--- src/rtl/halt_pwr_pkg.sv ---
package halt_pwr_pkg;

  typedef enum logic [1:0] {
    MODE_RUN   = 2'b00,
    MODE_LIGHT = 2'b01,
    MODE_DEEP  = 2'b10,
    MODE_WAKE  = 2'b11
  } pwrMode_e;

  // strobes from control to datapath
  typedef struct packed {
    logic cntClr;
    logic cntEn;
    logic capture;
  } dpStrobe_t;

  localparam logic [1:0] MASK_ENABLE_ALL = 2'b10;

endpackage

--- src/rtl/halt_pwr_dp.sv ---
module halt_pwr_dp
  import halt_pwr_pkg::*;
#(
  parameter int N_IRQ     = 8,
  parameter int CNT_W     = 12,
  parameter int SHORT_DLY = 256,
  parameter int LONG_DLY  = 4096
) (
  input  logic             clk,
  input  logic             rstN,
  input  dpStrobe_t        strobe,
  input  pwrMode_e         modeQ,
  input  logic [N_IRQ-1:0] irqPend,
  input  logic [N_IRQ-1:0] lightQualMask,
  input  logic [N_IRQ-1:0] deepQualMask,
  input  logic             rstWake,
  input  logic             longDelay,
  output logic             wakeHit,
  output logic             delayDone,
  output logic             wakeByReset,
  output logic [N_IRQ-1:0] wakeIrq
);

  localparam logic [CNT_W-1:0] SHORT_LAST = CNT_W'(SHORT_DLY - 1);
  localparam logic [CNT_W-1:0] LONG_LAST  = CNT_W'(LONG_DLY - 1);

  logic [N_IRQ-1:0] qualMask;
  logic [N_IRQ-1:0] qualIrq;
  logic [CNT_W-1:0] lastCnt;
  logic [CNT_W-1:0] dlyCnt;

  always_comb begin
    qualMask = (modeQ == MODE_LIGHT) ? lightQualMask : deepQualMask;
    qualIrq  = irqPend & qualMask;
    wakeHit  = rstWake | (|qualIrq);
    lastCnt  = longDelay ? LONG_LAST : SHORT_LAST;
    delayDone = (dlyCnt == lastCnt);
  end

  always_ff @(posedge clk or negedge rstN) begin
    if (!rstN) begin
      dlyCnt <= '0;
    end else if (strobe.cntClr) begin
      dlyCnt <= '0;
    end else if (strobe.cntEn) begin
      dlyCnt <= dlyCnt + 1'b1;
    end
  end

  always_ff @(posedge clk or negedge rstN) begin
    if (!rstN) begin
      wakeByReset <= 1'b0;
      wakeIrq     <= '0;
    end else if (strobe.capture) begin
      wakeByReset <= rstWake;
      wakeIrq     <= rstWake ? '0 : qualIrq;
    end
  end

  // the count never passes the selected last value
  a_r7_cnt_bound: assert property (@(posedge clk) disable iff (!rstN)
    strobe.cntEn |-> (dlyCnt <= lastCnt));

  // reset wins over a simultaneous interrupt
  a_r9_reset_first: assert property (@(posedge clk) disable iff (!rstN)
    (strobe.capture && rstWake) |=> (wakeByReset && (wakeIrq == '0)));

  // a new wake starts counting from zero
  a_r11_cnt_restart: assert property (@(posedge clk) disable iff (!rstN)
    strobe.cntClr |=> (dlyCnt == '0));

endmodule

--- src/rtl/halt_pwr_fsm.sv ---
module halt_pwr_fsm
  import halt_pwr_pkg::*;
(
  input  logic      clk,
  input  logic      rstN,
  input  logic      haltReq,
  input  logic      lightEn,
  input  logic      wdgEnabled,
  input  logic      wdgHaltOk,
  input  logic      wakeHit,
  input  logic      delayDone,
  output pwrMode_e  modeQ,
  output dpStrobe_t strobe,
  output logic      maskForce,
  output logic      wdgRst,
  output logic      wakeDone
);

  pwrMode_e modeD;
  logic     enterHalt;
  logic     wdgTrip;
  logic     finish;

  always_comb begin
    modeD     = modeQ;
    strobe    = '0;
    enterHalt = 1'b0;
    wdgTrip   = 1'b0;
    finish    = 1'b0;
    case (modeQ)
      MODE_RUN: begin
        if (haltReq) begin
          if (wdgEnabled && !wdgHaltOk) begin
            wdgTrip = 1'b1;
          end else begin
            modeD     = lightEn ? MODE_LIGHT : MODE_DEEP;
            enterHalt = 1'b1;
          end
        end
      end
      MODE_LIGHT, MODE_DEEP: begin
        if (wakeHit) begin
          modeD          = MODE_WAKE;
          strobe.cntClr  = 1'b1;
          strobe.capture = 1'b1;
        end
      end
      MODE_WAKE: begin
        strobe.cntEn = 1'b1;
        if (delayDone) begin
          modeD  = MODE_RUN;
          finish = 1'b1;
        end
      end
      default: modeD = MODE_RUN;
    endcase
  end

  always_ff @(posedge clk or negedge rstN) begin
    if (!rstN) begin
      modeQ     <= MODE_RUN;
      maskForce <= 1'b0;
      wdgRst    <= 1'b0;
      wakeDone  <= 1'b0;
    end else begin
      modeQ     <= modeD;
      maskForce <= enterHalt;
      wdgRst    <= wdgTrip;
      wakeDone  <= finish;
    end
  end

  // every entry into sleep is accompanied by the mask strobe
  a_r3_mask_on_entry: assert property (@(posedge clk) disable iff (!rstN)
    ((modeQ == MODE_LIGHT || modeQ == MODE_DEEP) && $past(modeQ) == MODE_RUN)
      |-> maskForce);

  // a watchdog trip never comes with a sleep entry
  a_r10_wdg_stays_run: assert property (@(posedge clk) disable iff (!rstN)
    wdgRst |-> (modeQ == MODE_RUN && !maskForce));

  // resume strobe only right after the delay window
  a_r8_done_after_delay: assert property (@(posedge clk) disable iff (!rstN)
    wakeDone |-> (modeQ == MODE_RUN && $past(modeQ) == MODE_WAKE));

  // a sleep mode is left only towards the delay window
  a_r5_sleep_exit: assert property (@(posedge clk) disable iff (!rstN)
    ($past(modeQ) == MODE_LIGHT && modeQ != MODE_LIGHT) |-> (modeQ == MODE_WAKE));

endmodule

--- src/rtl/halt_pwr_ctrl.sv ---
module halt_pwr_ctrl
  import halt_pwr_pkg::*;
#(
  parameter int N_IRQ     = 8,
  parameter int CNT_W     = 12,
  parameter int SHORT_DLY = 256,
  parameter int LONG_DLY  = 4096
) (
  input  logic             clk,
  input  logic             rstN,
  input  logic             haltReq,
  input  logic             lightEn,
  input  logic             longDelay,
  input  logic             wdgEnabled,
  input  logic             wdgHaltOk,
  input  logic [N_IRQ-1:0] irqPend,
  input  logic [N_IRQ-1:0] lightQualMask,
  input  logic [N_IRQ-1:0] deepQualMask,
  input  logic             rstWake,
  output logic             oscEn,
  output logic             cpuClkEn,
  output logic             periClkEn,
  output logic             maskForce,
  output logic [1:0]       maskValue,
  output logic             wdgRst,
  output logic             wakeDone,
  output logic             wakeByReset,
  output logic [N_IRQ-1:0] wakeIrq,
  output logic [1:0]       mode
);

  pwrMode_e  modeQ;
  dpStrobe_t strobe;
  logic      wakeHit;
  logic      delayDone;

  halt_pwr_fsm u_fsm (
    .clk        (clk),
    .rstN       (rstN),
    .haltReq    (haltReq),
    .lightEn    (lightEn),
    .wdgEnabled (wdgEnabled),
    .wdgHaltOk  (wdgHaltOk),
    .wakeHit    (wakeHit),
    .delayDone  (delayDone),
    .modeQ      (modeQ),
    .strobe     (strobe),
    .maskForce  (maskForce),
    .wdgRst     (wdgRst),
    .wakeDone   (wakeDone)
  );

  halt_pwr_dp #(
    .N_IRQ     (N_IRQ),
    .CNT_W     (CNT_W),
    .SHORT_DLY (SHORT_DLY),
    .LONG_DLY  (LONG_DLY)
  ) u_dp (
    .clk           (clk),
    .rstN          (rstN),
    .strobe        (strobe),
    .modeQ         (modeQ),
    .irqPend       (irqPend),
    .lightQualMask (lightQualMask),
    .deepQualMask  (deepQualMask),
    .rstWake       (rstWake),
    .longDelay     (longDelay),
    .wakeHit       (wakeHit),
    .delayDone     (delayDone),
    .wakeByReset   (wakeByReset),
    .wakeIrq       (wakeIrq)
  );

  assign oscEn     = (modeQ != MODE_DEEP);
  assign cpuClkEn  = (modeQ == MODE_RUN);
  assign periClkEn = (modeQ == MODE_RUN);
  assign maskValue = MASK_ENABLE_ALL;
  assign mode      = modeQ;

endmodule

--- config.mk ---
export PLATFORM = sky130hd
export DESIGN_NAME = halt_pwr_ctrl
export DESIGN_NICKNAME = d
export VERILOG_FILES = /design/src/rtl/halt_pwr_pkg.sv /design/src/rtl/halt_pwr_dp.sv /design/src/rtl/halt_pwr_fsm.sv /design/src/rtl/halt_pwr_ctrl.sv
export SDC_FILE = /design/constraint.sdc
export NUM_CORES = 1
export LEC_CHECK = 0
export BUFFER_PORTS_ARGS = -buffer_cell sky130_fd_sc_hd__buf_4
export CAP_MARGIN = 0
export CORE_MARGIN = 2
export CORE_UTILIZATION = 45
export CTS_BUF_LIST = sky130_fd_sc_hd__clkbuf_16
export CTS_CLUSTER_DIAMETER = 30
export CTS_CLUSTER_SIZE = 25
export DETAILED_ROUTE_END_ITERATION = 8
export PLACE_DENSITY = 0.87
export SYNTH_ARGS = -nofsm -noshare
export SYNTH_HDL_FRONTEND = slang
export SYNTH_SLANG_ARGS = --single-unit
export TNS_END_PERCENT = 100
--- constraint.sdc ---
create_clock -name clk -period 1.91 [get_ports clk]
set_clock_uncertainty 0.15 [all_clocks]
set_input_delay 0.191 -clock clk [delete_from_list [all_inputs] [get_ports clk]]
set_output_delay 0.191 -clock clk [all_outputs]
set_load 0.05 [all_outputs]
==> flow_metrics.env <==
export IMPL_timing_reg2reg_worst_path_depth=7
export IMPL_finalSetupViolCount=21
export IMPL_gp_congestion=0.753
export IMPL_irDropWorstVdd_uv=763
export IMPL_edff_count_synth=0
export IMPL_detailedRoute_firstPassIterationCount=4
export IMPL_grt_start_max_net_pins=27
export IMPL_synth_main_ff_cell="sky130_fd_sc_hd__dfrtp_1"
export IMPL_synth_top_area_cell="sky130_fd_sc_hd__dfrtp_1"
export IMPL_yosys_cell_count_top_type="sky130_fd_sc_hd__dfrtp_1"
export IMPL_seq_power_share_pct=23.0
export IMPL_worst_endpoint_arrival_ps=2060
export IMPL_finalWirelength_mm=3.27
export IMPL_layout_worst_path_cycle_share_pct=105
export IMPL_power_internal_w=0.00179
export IMPL_preCtsSetupSlack_ps=-78.0
export IMPL_clk_pin_slew_ps=70
export IMPL_route_vias_total=1225
export IMPL_power_switching_share_pct=43.6
export IMPL_clockPowerShare_pct=14.9
export IMPL_htree_levels=1
export IMPL_layout_filler_cells=253
export IMPL_failed_checks="setup timing"
export IMPL_power_density_nw_per_um2=1500
export IMPL_clock_sink_count=26
export IMPL_crit_reg2reg_capture="u_dp.wakeByReset$_DFFE_PN0N_"
export IMPL_die_area_um2=3770
export IMPL_unrepaired_setup_endpoints_after_global_routing="yes"
export IMPL_comb_power_share_pct=62.2
export IMPL_io_buffers=48
export IMPL_power_w=0.00316
export IMPL_post_dp_hpwl_mm=2.50
export IMPL_antennaDiodeCount=0
export IMPL_postSynthAreaPerCell_um2=10.6
export IMPL_drv_max_cap_violation_count=0
export IMPL_timing_final_crit_period_ps=2000
export IMPL_ctsRootBufferMaster="sky130_fd_sc_hd__clkbuf_16"
export IMPL_netlist_area_leader_share_pct=43.8
export IMPL_avgRoutedWirePerCell_um=13.7
export IMPL_first_pass_grt_wire_length_mm=5.22
export IMPL_run_status="finished with violations"
export IMPL_timing_hold_worst_path_depth=3
export IMPL_post_synthesis_sequential_area_ratio_pct=43.8
export IMPL_worstSkewPairLatency_ps=260
export IMPL_placementRows=20
export IMPL_slew_viol_final=0
export IMPL_chipWidth_um=61.4
export IMPL_required_ps=1970
export IMPL_crit_path_max_fanout=8
export IMPL_clk_path_buf_depth=2
export IMPL_synth_async_sr_flop_share_pct=100
export IMPL_boundaryPins=51
export IMPL_critical_path_class="reg -> reg"
export IMPL_drc_errors=0
export IMPL_grt_pass1_vias=1251
export IMPL_synthesis_nets=177
export IMPL_endpoint_kind="flip-flop"
export IMPL_nNetsFinal=233
export IMPL_final_hold_violation_count=0
export IMPL_post_synth_num_cell_types=41
export IMPL_core_area_um2=3100
export IMPL_grt_antenna_before_repair=0
export IMPL_maxClockFrequency_mhz=499
export IMPL_cts_inserted_buffers=3
export IMPL_ys_top_cells_by_area="sky130_fd_sc_hd__dfrtp_1 (44%), sky130_fd_sc_hd__mux2_2 (4.6%), sky130_fd_sc_hd__ha_1 (4.2%)"
export IMPL_cp_start_kind="flip-flop"
export IMPL_tritoncts="built"
export IMPL_holdCritPathClass="in -> reg"
export IMPL_final_core_utilization_pct=67.9
export IMPL_netSwitchingPower_w=0.00138
export IMPL_critical_path_reg2reg_startpoint="u_fsm.modeQ[1]$_DFFE_PN0P_"
export IMPL_dieHeight_um=61.4
export IMPL_gr_util_all_layers_pct=18.9
export IMPL_reg2reg_setup_slack_ps=-90
export IMPL_yosys_warnings=0
export IMPL_hold_end="u_fsm.maskForce$_DFF_PN0_"
export IMPL_initial_utilization_pct=47.8
export IMPL_violation_count_after_the_first_detailed_routing_iteration=34
export IMPL_p_leak_nw=0.959
export IMPL_timing_final_ws_setup_ps=-94.9
export IMPL_synthesis_instances=140
export IMPL_vias_per_cell=5.13
export IMPL_ys_ff_latch=26
export IMPL_hold_slack_ps=13.4
export IMPL_fin_setup_tns_ps=-1610
export IMPL_flow_area_growth_from_synthesis_pct=41.9
export IMPL_global_route_overflow_total=0
export IMPL_ant_nets=0
export IMPL_syn_area_um2=1480
export IMPL_final_layout_size_suffix_gt1_share_pct=51.3
export IMPL_most_frequent_cells_after_synthesis="sky130_fd_sc_hd__dfrtp_1 (26), sky130_fd_sc_hd__nand2_1 (12), sky130_fd_sc_hd__nor2_2 (9)"
export IMPL_hold_path_startpoint="wdgHaltOk"
==> cells in the final DEF (no fill, tap or decap), types with 3 or more instances in the layout <==
cell and count:
sky130_fd_sc_hd__xor2_1 5, sky130_fd_sc_hd__inv_1 6, sky130_fd_sc_hd__ha_1 4, sky130_fd_sc_hd__mux2_4 3, sky130_fd_sc_hd__nor2_1 5, sky130_fd_sc_hd__buf_4 56, sky130_fd_sc_hd__xnor2_1 6, sky130_fd_sc_hd__o2bb2ai_2 4
sky130_fd_sc_hd__nand2_1 12, sky130_fd_sc_hd__nand4_1 3, sky130_fd_sc_hd__nor2_2 10, sky130_fd_sc_hd__mux2_2 5, sky130_fd_sc_hd__nand3_1 3, sky130_fd_sc_hd__nor2b_1 4, sky130_fd_sc_hd__clkbuf_16 3, sky130_fd_sc_hd__dfrtp_1 24
==> critical path, stage by stage (launching register included) <==
cell and delay, ps:
sky130_fd_sc_hd__dfrtp_2 410, sky130_fd_sc_hd__inv_2 70, sky130_fd_sc_hd__ha_4 200, sky130_fd_sc_hd__mux2_4 330, sky130_fd_sc_hd__a22oi_2 170, sky130_fd_sc_hd__and4_4 280, sky130_fd_sc_hd__a21bo_4 200, sky130_fd_sc_hd__a22o_1 140
==> layer usage <==
| layer | part of all wire, % | global-route usage (%) |
|---|---|---|
| met2 | 54 | 34.5 |
| met1 | 38 | 21.2 |
| met3 | 6.1 | 4.20 |
| met4 | 1.7 | 7.29 |
| met5 | 0 | 0 |
==> how the worst max path moves through the flow <==
stage                                               to  slack, ps  depth (start not counted)                        from
after floorplan             u_fsm.modeQ[0]$_DFFE_PN0P_       -200                          8  u_fsm.modeQ[1]$_DFFE_PN0P_
after global placement      u_fsm.modeQ[1]$_DFFE_PN0P_        -10                          7  u_fsm.modeQ[1]$_DFFE_PN0P_
after detailed placement    u_dp.dlyCnt[1]$_DFFE_PN0P_        -80                          8  u_fsm.modeQ[1]$_DFFE_PN0P_
after CTS                   u_fsm.modeQ[1]$_DFFE_PN0P_        -80                          7  u_fsm.modeQ[1]$_DFFE_PN0P_
after global routing        u_fsm.modeQ[1]$_DFFE_PN0P_       -150                          7  u_fsm.modeQ[1]$_DFFE_PN0P_
final                     u_dp.wakeByReset$_DFFE_PN0N_        -90                          7  u_fsm.modeQ[1]$_DFFE_PN0P_
==> power by group through the flow <==
stage          Combinational [W]  Clock (W)  Sequential, W
2_1_floorplan            0.00105          0       0.000995
3_3_place_gp             0.00173          0       0.000724
3_5_place_dp             0.00178          0       0.000729
4_1_cts                  0.00183   0.000477       0.000722
5_1_grt                  0.00211   0.000497       0.000738
6_report                 0.00197   0.000470       0.000726
==> per-stage QoR <==
stage          cells  area, µm²
2_1_floorplan    140       1510
6_report         239       2110
3_5_place_dp     232       1920
3_3_place_gp     232       1920
5_1_grt          239       2110
4_1_cts          238       2040
==> final cells by class <==
type,instances,area [µm²],share of cell area (%)
clock buffers,3,75.1,3.57
clock inverters,1,3.75,0.178
inverters,7,26.3,1.25
multi-input cells,100,842,40.0
flip-flops and latches,26,653,31.0
well taps,44,55.1,2.61
repair buffers,58,450,21.4
==> cell families (layout without fill, tap and decap cells) <==
| logic type | count (synthesis) | after routing | share of synthesized area [%] |
|---|---|---|---|
| AND/OR/NAND/NOR | 52 | 52 | 19.5 |
| XOR/XNOR | 11 | 11 | 6.49 |
| adder cells (fa/ha/maj) | 5 | 5 | 4.22 |
| multiplexers | 9 | 9 | 7.00 |
| AO/OA/AOI/OAI | 21 | 21 | 12.4 |
| flip-flops | 26 | 26 | 43.8 |
| buffers and inverters | 14 | 69 | 6.07 |
| other | 2 | 2 | 0.506 |
==> state kept, by name (all words and copies together) (netlist names) <==
signal and flops:
u_fsm.maskForce 1, u_fsm.wakeDone 1, u_dp.wakeByReset 1, u_dp.dlyCnt 12, u_fsm.wdgRst 1, u_dp.wakeIrq 8
u_fsm.modeQ 2
==> timing repair <==
action | in CTS | in global routing
gates resized for setup | 4 | 11
endpoints found under the hold margin | 26 | 0
pin swaps | 1 | 1
setup buffers | 1 | 1
endpoints found under the setup margin | 21 | 23
hold buffers | 1 | 0
(Power assumes the default switching activity.)
